File: src/rtl/gagg_pkg.sv
package gagg_pkg;
  typedef enum logic [1:0] {
    ST_IDLE  = 2'd0,
    ST_ACC   = 2'd1,
    ST_DRAIN = 2'd2
  } ctl_state_t;
endpackage

File: src/rtl/gagg_edge_fifo.sv
module gagg_edge_fifo #(
  parameter int W     = 16,
  parameter int DEPTH = 4,
  localparam int PW   = $clog2(DEPTH)
) (
  input  logic         clk,
  input  logic         rst_n,
  input  logic         push_i,
  input  logic [W-1:0] din_i,
  input  logic         pop_i,
  output logic [W-1:0] dout_o,
  output logic         full_o,
  output logic         empty_o
);
  logic [W-1:0] mem [DEPTH];
  logic [PW-1:0] wptr, rptr;
  logic [PW:0]   cnt;

  assign full_o  = (cnt == (PW+1)'(DEPTH));
  assign empty_o = (cnt == '0);
  assign dout_o  = mem[rptr];

  always_ff @(posedge clk) begin
    if (!rst_n) begin
      wptr <= '0;
      rptr <= '0;
      cnt  <= '0;
    end else begin
      if (push_i) begin
        mem[wptr] <= din_i;
        wptr      <= (wptr == PW'(DEPTH-1)) ? '0 : wptr + 1'b1;
      end
      if (pop_i) rptr <= (rptr == PW'(DEPTH-1)) ? '0 : rptr + 1'b1;
      if (push_i && !pop_i)      cnt <= cnt + 1'b1;
      else if (!push_i && pop_i) cnt <= cnt - 1'b1;
    end
  end
endmodule

File: src/rtl/gagg_cam.sv
module gagg_cam #(
  parameter int ENTRIES = 4,
  parameter int KEY_W   = 8,
  parameter int VAL_W   = 4,
  localparam int IDX_W  = $clog2(ENTRIES)
) (
  input  logic             clk,
  input  logic             rst_n,
  input  logic             wr_en_i,
  input  logic [IDX_W-1:0] wr_idx_i,
  input  logic [KEY_W-1:0] wr_key_i,
  input  logic [VAL_W-1:0] wr_val_i,
  input  logic [KEY_W-1:0] key_i,
  output logic             hit_o,
  output logic [VAL_W-1:0] val_o
);
  logic [ENTRIES-1:0] vld_q;
  logic [KEY_W-1:0]   key_q [ENTRIES];
  logic [VAL_W-1:0]   val_q [ENTRIES];
  logic [ENTRIES-1:0] match;

  for (genvar g = 0; g < ENTRIES; g++) begin : g_ent
    assign match[g] = vld_q[g] && (key_q[g] == key_i);

    always_ff @(posedge clk) begin
      if (!rst_n) begin
        vld_q[g] <= 1'b0;
        key_q[g] <= '0;
        val_q[g] <= '0;
      end else if (wr_en_i && (wr_idx_i == IDX_W'(g))) begin
        vld_q[g] <= 1'b1;
        key_q[g] <= wr_key_i;
        val_q[g] <= wr_val_i;
      end
    end
  end

  // Lowest matching index wins: scan downward so it is assigned last.
  always_comb begin
    hit_o = 1'b0;
    val_o = '0;
    for (int i = ENTRIES - 1; i >= 0; i--) begin
      if (match[i]) begin
        hit_o = 1'b1;
        val_o = val_q[i];
      end
    end
  end
endmodule

File: src/rtl/gagg_mac.sv
module gagg_mac #(
  parameter int LANES  = 4,
  parameter int FEAT_W = 8,
  parameter int WGT_W  = 8,
  parameter int ACC_W  = 24
) (
  input  logic [LANES*ACC_W-1:0]  acc_i,
  input  logic [LANES*FEAT_W-1:0] feat_i,
  input  logic [WGT_W-1:0]        wgt_i,
  output logic [LANES*ACC_W-1:0]  acc_o
);
  localparam int PROD_W = FEAT_W + WGT_W;

  function automatic logic [ACC_W-1:0] mac_lane(
    input logic [ACC_W-1:0]  a,
    input logic [FEAT_W-1:0] f,
    input logic [WGT_W-1:0]  w
  );
    logic [PROD_W-1:0] p;
    p = PROD_W'(f) * PROD_W'(w);
    return a + ACC_W'(p);
  endfunction

  for (genvar g = 0; g < LANES; g++) begin : g_lane
    assign acc_o[g*ACC_W +: ACC_W] =
      mac_lane(acc_i[g*ACC_W +: ACC_W], feat_i[g*FEAT_W +: FEAT_W], wgt_i);
  end
endmodule

File: src/rtl/gagg_top.sv
module gagg_top #(
  parameter int VID_W       = 8,
  parameter int ADDR_W      = 4,
  parameter int LOCAL_LIMIT = 8,
  parameter int NUM_DST     = 8,
  parameter int LANES       = 4,
  parameter int FEAT_W      = 8,
  parameter int WGT_W       = 8,
  parameter int ACC_W       = 24,
  parameter int FIFO_DEPTH  = 4,
  parameter int CAM_ENTRIES = 4,
  localparam int DST_W      = $clog2(NUM_DST),
  localparam int CAM_IDX_W  = $clog2(CAM_ENTRIES)
) (
  input  logic                    clk,
  input  logic                    rst_n,
  input  logic                    edge_valid,
  output logic                    edge_ready,
  input  logic [VID_W-1:0]        edge_src,
  input  logic [DST_W-1:0]        edge_dst,
  input  logic [WGT_W-1:0]        edge_wgt,
  input  logic                    cam_wr_en,
  input  logic [CAM_IDX_W-1:0]    cam_wr_idx,
  input  logic [VID_W-1:0]        cam_wr_vid,
  input  logic [ADDR_W-1:0]       cam_wr_addr,
  output logic                    fm_rd_en,
  output logic [ADDR_W-1:0]       fm_rd_addr,
  input  logic [LANES*FEAT_W-1:0] fm_rd_data,
  input  logic                    drain_req,
  output logic                    out_valid,
  output logic [DST_W-1:0]        out_idx,
  output logic [LANES*ACC_W-1:0]  out_data,
  output logic                    busy,
  output logic                    miss_err
);
  import gagg_pkg::*;

  localparam int EDGE_W = VID_W + DST_W + WGT_W;
  localparam logic [VID_W-1:0] LIM_V = VID_W'(LOCAL_LIMIT);
  localparam logic [DST_W-1:0] LAST_DST = DST_W'(NUM_DST - 1);

  ctl_state_t state_q;
  logic [DST_W-1:0] drn_idx_q;
  logic [LANES*ACC_W-1:0] vbuf [NUM_DST];

  // Named internal events, also observed by the bound checker.
  logic             push, pop, fifo_full, fifo_empty;
  logic [EDGE_W-1:0] head;
  logic [VID_W-1:0] head_src;
  logic [DST_W-1:0] head_dst;
  logic [WGT_W-1:0] head_wgt;
  logic             src_local, cam_hit, resolve_ok;
  logic [ADDR_W-1:0] cam_addr;
  logic             take_edge, start_drain, miss_evt, acc_fire;
  logic [LANES*ACC_W-1:0] mac_out;

  assign push = edge_valid && edge_ready;
  assign edge_ready = !fifo_full;

  gagg_edge_fifo #(.W(EDGE_W), .DEPTH(FIFO_DEPTH)) fifo_i (
    .clk(clk), .rst_n(rst_n),
    .push_i(push), .din_i({edge_src, edge_dst, edge_wgt}),
    .pop_i(pop), .dout_o(head),
    .full_o(fifo_full), .empty_o(fifo_empty)
  );

  assign {head_src, head_dst, head_wgt} = head;

  gagg_cam #(.ENTRIES(CAM_ENTRIES), .KEY_W(VID_W), .VAL_W(ADDR_W)) cam_i (
    .clk(clk), .rst_n(rst_n),
    .wr_en_i(cam_wr_en), .wr_idx_i(cam_wr_idx),
    .wr_key_i(cam_wr_vid), .wr_val_i(cam_wr_addr),
    .key_i(head_src), .hit_o(cam_hit), .val_o(cam_addr)
  );

  assign src_local  = (head_src < LIM_V);
  assign resolve_ok = src_local || cam_hit;

  assign start_drain = (state_q == ST_IDLE) && drain_req;
  assign take_edge   = (state_q == ST_IDLE) && !drain_req && !fifo_empty;
  assign fm_rd_en    = take_edge && resolve_ok;
  assign fm_rd_addr  = src_local ? head_src[ADDR_W-1:0] : cam_addr;
  assign miss_evt    = take_edge && !resolve_ok;
  assign acc_fire    = (state_q == ST_ACC);
  assign pop         = miss_evt || acc_fire;

  gagg_mac #(.LANES(LANES), .FEAT_W(FEAT_W), .WGT_W(WGT_W), .ACC_W(ACC_W)) mac_i (
    .acc_i(vbuf[head_dst]), .feat_i(fm_rd_data), .wgt_i(head_wgt), .acc_o(mac_out)
  );

  assign out_valid = (state_q == ST_DRAIN);
  assign out_idx   = drn_idx_q;
  assign out_data  = vbuf[drn_idx_q];
  assign busy      = (state_q != ST_IDLE) || !fifo_empty;

  always_ff @(posedge clk) begin
    if (!rst_n) begin
      state_q   <= ST_IDLE;
      drn_idx_q <= '0;
      miss_err  <= 1'b0;
    end else begin
      if (miss_evt) miss_err <= 1'b1;
      unique case (state_q)
        ST_IDLE: begin
          if (start_drain) begin
            state_q   <= ST_DRAIN;
            drn_idx_q <= '0;
          end else if (fm_rd_en) begin
            state_q <= ST_ACC;
          end
        end
        ST_ACC: state_q <= ST_IDLE;
        ST_DRAIN: begin
          if (drn_idx_q == LAST_DST) state_q <= ST_IDLE;
          drn_idx_q <= drn_idx_q + 1'b1;
        end
        default: state_q <= ST_IDLE;
      endcase
    end
  end

  always_ff @(posedge clk) begin
    if (!rst_n) begin
      for (int i = 0; i < NUM_DST; i++) vbuf[i] <= '0;
    end else if (acc_fire) begin
      vbuf[head_dst] <= mac_out;
    end else if (out_valid) begin
      vbuf[drn_idx_q] <= '0;
    end
  end
endmodule

File: config.mk
export PLATFORM = sky130hd
export DESIGN_NAME = gagg_top
export DESIGN_NICKNAME = d
export VERILOG_FILES = /design/src/rtl/gagg_pkg.sv /design/src/rtl/gagg_edge_fifo.sv /design/src/rtl/gagg_cam.sv /design/src/rtl/gagg_mac.sv /design/src/rtl/gagg_top.sv
export SDC_FILE = /design/constraint.sdc
export NUM_CORES = 2
export LEC_CHECK = 0
export BUFFER_PORTS_ARGS = -buffer_cell sky130_fd_sc_hd__buf_2
export CAP_MARGIN = 0
export CORE_MARGIN = 1
export CORE_UTILIZATION = 35
export DETAILED_ROUTE_END_ITERATION = 8
export SYNTH_ARGS = -nofsm -noshare
export SYNTH_HDL_FRONTEND = slang
export SYNTH_SLANG_ARGS = --single-unit
File: constraint.sdc
create_clock -name clk -period 8.4 [get_ports clk]
set_clock_uncertainty 0.1 [all_clocks]
set_input_delay 1.68 -clock clk [delete_from_list [all_inputs] [get_ports clk]]
set_output_delay 1.68 -clock clk [all_outputs]
set_load 0.01 [all_outputs]
# Word-level counts from Yosys, hierarchy flattened
# Memories as Yosys holds them, arrays and structs flattened. A register that Yosys moved wholly into a read port is not among the register bits.
# Index checks and enable logic that the tools add are counted.
# totals
word_cells,147
latch_bits,0
ram_bits,892
in_bits,70
ff_bits,17
n_memories,4
rom_bits,0
out_inout_bits,108
# classes
n_addsub,9
n_shift,0
n_lt_le_gt_ge,1
bitwise,8
n_eq_ne,16
n_mux,60
multipliers,4
reduce_logical,35
div,0
# memory_table
memory,depth,word_bits,rd,rd_ports_with_merged_regs,write_ports,line_no,source
vbuf,8,96,2,1,8,gagg_top.sv:44,logic [LANES*ACC_W-1:0] vbuf [NUM_DST];
fifo_i.mem,4,19,1,1,1,gagg_edge_fifo.sv:15,logic [W-1:0] mem [DEPTH];
cam_i.key_q,4,8,4,0,4,gagg_cam.sv:18,logic [KEY_W-1:0] key_q [ENTRIES];
cam_i.val_q,4,4,4,0,4,gagg_cam.sv:19,logic [VAL_W-1:0] val_q [ENTRIES];
# op_table
cell,count
$mux W96,2
$reduce_or A96 Y1,2
$add A24 B16 Y24,4
$mul A8 B8 Y16,4
$mux W4,9
$eq A8 B8 Y1,4
$mux W8,4
$mux W1,29
$mux W3,7
$logic_and A1 B1 Y1,16
$mux W2,7
$eq A2 B2 Y1 const B,5
$lt A8 B4 Y1 const B,1
$or A1 B1 Y1,8
$add A3 B1 Y3 const B,2
$eq A3 B3 Y1 const B,2
$logic_not A1 Y1,6
$pmux W3 S2,1
$reduce_bool A2 Y1,3
$add A2 B1 Y2 const B,2
$eq A2 B1 Y1 const B,2
$logic_not A2 Y1,2
$pmux W2 S2,1
$reduce_and A2 Y1,2
6 further kinds,8

# Depth between registers and ports, before layout
# depth
depth_word,13
depth_mapped,27
mapped_depth_nobuf,19

# By module
# Synthesis repeated with hierarchy kept, for this count alone.
# hier_totals
cells_unflattened,4233
hier_area_um2,56578.0
# modules_own_cells
mod,cells_each,area_per_inst_um2,n_inst,seq_area_each_um2
gagg_top,2492,39460.3,1,23242.3
gagg_mac,1392,11268.3,1,0.0
gagg_edge_fifo,144,3246.9,1,2462.4
gagg_cam,205,2602.5,1,1521.5

# Least setup slack after synthesis
# No wires, ideal clock.
# synth_timing
kind,register to register
start,register with a tool-made name
end,memory vbuf[2][87] (netlist name) (data pin)
setup_slack_ns,1.206
stages_incl_launch_ff,26
path_buffers,7
arrival_time_ns,6.814
required_time_ns,8.021
path_cell_list,dfxtp_1 > buf_6 > mux4_2 > buf_6 > buf_6 > buf_6 > buf_6 > buf_2 > buf_2 > mux4_2 > mux2i_1 > fa_1 > inv_1 > fa_1 > fa_1 > inv_1 > fa_1 > inv_1 > ha_1 > a2111oi_0 > o211ai_1 > a31o_2 > a21o_1 > and4_1 > nor3_1 > nor2_1
# synth_rtl
item,line_no
to (decl),gagg_top.sv:44

==> results_tabular.tex <==
\begin{tabular}{lr}
\hline
Metric & Value \\
\hline
\multicolumn{2}{l}{\textbf{Layout}} \\
Most frequent standard cell in the layout excluding fill and tap cells & sky130\_fd\_sc\_hd\_\_edfxtp\_1 \\
Fill cell instance count of the final layout & 14900 \\
Combined area of the multi-input logic cells & 26400 sq um \\
Flip-flop and latch area & 27200 sq um \\
Total number of nets in the final design & 4816 \\
Layout-stage area growth over the synthesis result & 11.7\% \\
Fraction of the core area covered by cells at the end of the flow & approximately two fifths \\
Ratio of cells with drive above 1 in the final layout & 21.9\% \\
Commonest non-fill, non-tap cells in the layout & sky130\_fd\_sc\_hd\_\_edfxtp\_1, sky130\_fd\_sc\_hd\_\_nor2\_1, sky130\_fd\_sc\_hd\_\_mux4\_2, sky130\_fd\_sc\_hd\_\_inv\_1, sky130\_fd\_sc\_hd\_\_nand2\_1 \\
\multicolumn{2}{l}{\textbf{Place}} \\
Final weighted congestion of routability-driven global placement & 0.857 \\
IO Port Bufs & 177 \\
Setup Slack @ Placement & approximately 0.9 ns \\
HPWL Detailed & around 100 mm \\
\multicolumn{2}{l}{\textbf{STA}} \\
Measured slew at the worst slew-check pin & about 1.3 ns \\
Number of max-slew violations in the final report & 0 \\
Final clock period utilization by the worst path & about 90\% \\
Relative slew slack & a little over an eighth \\
Count of final setup violators & 0 \\
Final worst slack & roughly 0.9 ns \\
Setup repair after global routing missed its margin & false \\
Min Clock Period, post-route & roughly 7.5 ns \\
Final Hold Viols & 0 \\
Max Fclk & between 100 and 150 MHz \\
Setup Total Neg Slack & 0 ns \\
\multicolumn{2}{l}{\textbf{Clock tree}} \\
CTS Root Buffer Type & sky130\_fd\_sc\_hd\_\_clkbuf\_16 \\
Post-CTS resize count & 0 \\
TritonCTS clock tree & built \\
Number of setup buffers added after CTS & 0 \\
Count of hold-fix buffers inserted at cts & 0 \\
TritonCTS Buffers & 100 \\
Sink Count & between 900 and 1000 \\
CTS max path bufs & 3 \\
Worst-skew pair later-pin latency & 0.74 ns \\
Register clock-pin slew on the reported worst setup and hold paths & about 0.060 ns \\
Number of levels in the clock H-tree & 3 \\
\multicolumn{2}{l}{\textbf{Setup path}} \\
WP data arrival & $\sim$7.9 ns \\
Library cell appearing most often on the critical path & sky130\_fd\_sc\_hd\_\_fa\_1 \\
Crit Path Category & flop to flop \\
Worst stage delay on the critical path & 0.90 ns \\
Worst Path Required & roughly 8.7 ns \\
Cell breakdown of the critical path & buf\_4 -> mux4\_4 -> buf\_12 -> mux2i\_1 -> fa\_1 -> inv\_1 -> fa\_1 -> inv\_1 -> fa\_1 -> fa\_1 -> inv\_1 -> ha\_1 -> o21ai\_0 -> o211ai\_1 -> o2111ai\_1 -> a21oi\_1 -> o21ai\_0 -> xor2\_1 -> nor2\_1 \\
Critical Path Source Type & flop \\
Dominant delay contributor by cell family on the critical path & adder cells \\
Path length in cells of the critical path & 19 \\
Worst path slowest cell & sky130\_fd\_sc\_hd\_\_mux4\_4 \\
Buffers and inverters on the worst path & 5 \\
Setup crit end kind & flop \\
Highest fanout seen on the critical path & 29 \\
Number of cells traversed by the worst register-to-register path & 19 \\
\multicolumn{2}{l}{\textbf{Power and ir drop}} \\
Fraction of power consumed by combinational cells & roughly 60\% \\
Fraction of power spent switching nets & just under 50\% \\
Power Dens Cells & between 400 and 500 nW/um\^{}2 \\
Cell-internal power & about 13000 uW \\
Leak & 0.0241 uW \\
Clock network fraction of total power & 16.8\% \\
Sequential power share & 21.7\% \\
Net load switching power & 12600 uW \\
Peak ir drop on the vdd network & approximately 0.0005 V \\
\multicolumn{2}{l}{\textbf{Hold path}} \\
Class of the most critical hold timing path & flop to flop \\
Hold-critical path depth & 1 \\
\multicolumn{2}{l}{\textbf{Global route}} \\
Vias in the first global route & 37800 \\
Antenna violations before repair & 16 \\
Overall overflow remaining after global route & 0 \\
Maximum number of pins on one net before global-route repair & 130 \\
First-pass GRT wire length & 248 mm \\
Global Route Usage Sum & a little over a fifth \\
\multicolumn{2}{l}{\textbf{Synth}} \\
Synth top area cells & sky130\_fd\_sc\_hd\_\_edfxtp\_1, sky130\_fd\_sc\_hd\_\_mux4\_2, sky130\_fd\_sc\_hd\_\_fa\_1 \\
Post-Synthesis Mean Instance Area & around 13 sq um \\
Adder-cell area share of the yosys netlist & 11.0\% \\
Post-Synthesis Net Count & around 4700 \\
Count of synthesis-stage warnings from yosys & 0 \\
Post-synth top area cell & sky130\_fd\_sc\_hd\_\_edfxtp\_1 \\
Post-synthesis compound-gate area fraction & approximately 3.5\% \\
Synth top area share & approximately 48\% \\
Seq cells post-synth & around 900 \\
Mux share of post-synthesis cell area & between 20\% and 30\% \\
Asr flop ratio synth & 0\% \\
Most frequently used flop master after synthesis & sky130\_fd\_sc\_hd\_\_edfxtp\_1 \\
Register area share after synthesis & between 40\% and 50\% \\
Simple-gate share of the synthesized area & between 10\% and 20\% \\
Post-synthesis instance total & roughly 4300 \\
Xor and xnor fraction of the mapped netlist area & under 10\% \\
Cell area after technology mapping & between 50000 and 60000 sq um \\
EDFF count, synth & between 800 and 900 \\
Netlist cell types & 73 \\
Dominant combinational cell family by area after synthesis & multiplexers \\
\multicolumn{2}{l}{\textbf{Drt}} \\
Final ANT Viol Nets & 0 \\
WL/cell & 25.7 um \\
Wire length reported by the detailed router & around 170 mm \\
Drc violations & 0 \\
Via count & roughly 36000 \\
Initial DRC count & 3506 \\
Number of search-and-repair iterations in the first detailed-routing pass & 6 \\
Via/cell ratio & about 5.5 \\
\multicolumn{2}{l}{\textbf{Floorplan}} \\
Die area & roughly 160000 sq um \\
Number of cell rows & about 150 \\
Vert. Die Dim & 402 um \\
Effective utilization at floorplan & roughly a third \\
Core footprint & between 150000 and 200000 sq um \\
Die W & about 400 um \\
Top-level port count & approximately 180 \\
\multicolumn{2}{l}{\textbf{Status}} \\
Result of the run & completed \\
\multicolumn{2}{l}{\textbf{Job}} \\
Max-capacitance violation count & 0 \\
\hline
\end{tabular}
==> worst reg2reg max path: stages, from the launching register on <==
cell and delay [ns]:
sky130_fd_sc_hd__dfxtp_1 0.43, sky130_fd_sc_hd__buf_4 0.41, sky130_fd_sc_hd__mux4_4 0.90, sky130_fd_sc_hd__buf_12 0.37
sky130_fd_sc_hd__mux2i_1 0.18, sky130_fd_sc_hd__fa_1 0.57, sky130_fd_sc_hd__inv_1 0.06, sky130_fd_sc_hd__fa_1 0.50
sky130_fd_sc_hd__inv_1 0.06, sky130_fd_sc_hd__fa_1 0.49, sky130_fd_sc_hd__fa_1 0.49, sky130_fd_sc_hd__inv_1 0.04
sky130_fd_sc_hd__ha_1 0.33, sky130_fd_sc_hd__o21ai_0 0.13, sky130_fd_sc_hd__o211ai_1 0.31, sky130_fd_sc_hd__o2111ai_1 0.31
sky130_fd_sc_hd__a21oi_1 0.63, sky130_fd_sc_hd__o21ai_0 0.28, sky130_fd_sc_hd__xor2_1 0.57, sky130_fd_sc_hd__nor2_1 0.10
==> metrics by stage <==
stage                     area [sq um]  instances  hold slack (ns)  power, uW
after floorplan                  55900       4259            0.321      17300
after global placement           59200       6343            0.332      21500
after detailed placement         59200       6343            0.345      21600
after CTS                        62500       6527            0.359      26100
after global routing             62500       6528            0.392      28200
final                            62500       6535            0.357      26000
==> power groups by stage <==
stage          registers, uW  logic, uW  clock network (uW)
2_1_floorplan           5670      11700                   0
3_3_place_gp            5710      15800                   0
3_5_place_dp            5730      15900                   0
4_1_cts                 5640      16000                4420
5_1_grt                 5680      17900                4590
6_report                5640      16000                4360
==> Yosys cell counts, types with 14 or more instances <==
cell type and instances:
sky130_fd_sc_hd__o21ai_0 35, sky130_fd_sc_hd__nand2b_1 18, sky130_fd_sc_hd__buf_2 32, sky130_fd_sc_hd__buf_1 51
sky130_fd_sc_hd__o211ai_1 17, sky130_fd_sc_hd__ha_1 172, sky130_fd_sc_hd__dfxtp_1 22, sky130_fd_sc_hd__mux4_2 382
sky130_fd_sc_hd__nand4_1 18, sky130_fd_sc_hd__mux2_2 137, sky130_fd_sc_hd__fa_1 201, sky130_fd_sc_hd__a21oi_1 96
sky130_fd_sc_hd__inv_1 355, sky130_fd_sc_hd__xnor2_1 59, sky130_fd_sc_hd__clkbuf_1 150, sky130_fd_sc_hd__nand3_1 33
sky130_fd_sc_hd__xor2_1 32, sky130_fd_sc_hd__a211oi_1 14, sky130_fd_sc_hd__and2_1 210, sky130_fd_sc_hd__mux2i_1 109
sky130_fd_sc_hd__nor3_1 62, sky130_fd_sc_hd__nor2_1 721, sky130_fd_sc_hd__nand2_1 228, sky130_fd_sc_hd__and3_1 17
sky130_fd_sc_hd__edfxtp_1 892, sky130_fd_sc_hd__a22oi_1 16, sky130_fd_sc_hd__a21o_1 32
==> logic make-up (layout without fill, tap and decap cells) <==
logic type / count (synthesis) / after routing
fa+ha+maj: 373 / 373
other cells: 0 / 8
buf+inv: 605 / 801
compound gates: 293 / 293
xor+xnor: 92 / 92
simple gates: 1353 / 1353
flops: 914 / 914
mux: 629 / 629
==> area by class of cell <==
| class | count | share of cell area, % |
|---|---|---|
| clock inverter | 62 | 0.965 |
| multi-input combinational | 2740 | 42.3 |
| antenna | 8 | 0.0320 |
| inverter | 355 | 2.13 |
| sequential | 914 | 43.6 |
| timing repair buffer | 262 | 2.70 |
| tap | 2072 | 4.15 |
| clock buffer | 122 | 4.17 |
==> routing by layer <==
layer | part of all wire, % | track usage [%] | vias up
met4 | 3.2 | 6.76 | 16
met1 | 41 | 27.4 | 18800
met5 | 0.061 | 0 | -
li1 | - | - | 15700
met3 | 7.5 | 4.20 | 253
met2 | 48 | 34.3 | 1383
==> worst paths after layout <==
| check | startpoint | to | slack [ns] |
|---|---|---|---|
| worst max-delay path | flop | vbuf[6][45]$_SDFFCE_PN0P_ | 0.88 |
| worst min-delay path | cam_i.vld_q[0]$_SDFFE_PN0P_ | cam_i.vld_q[0]$_SDFFE_PN0P_ | 0.36 |
| worst max register to register | flop | vbuf[6][45]$_SDFFCE_PN0P_ | 0.88 |
| worst min register to register | cam_i.vld_q[0]$_SDFFE_PN0P_ | cam_i.vld_q[0]$_SDFFE_PN0P_ | 0.36 |
==> registers in the layout, summed over array words and instances (netlist names), named ones only <==
| name | flops |
|---|---|
| fifo_i.mem | 76 |
| cam_i.vld_q | 4 |
| miss_err | 1 |
| cam_i.key_q | 32 |
| out_idx | 3 |
| cam_i.val_q | 16 |
| fifo_i.wptr | 2 |
| fifo_i.cnt | 3 |
| vbuf | 768 |
| fifo_i.rptr | 2 |
| state_q | 2 |
Note: power is estimated with default switching activity, not from simulation.
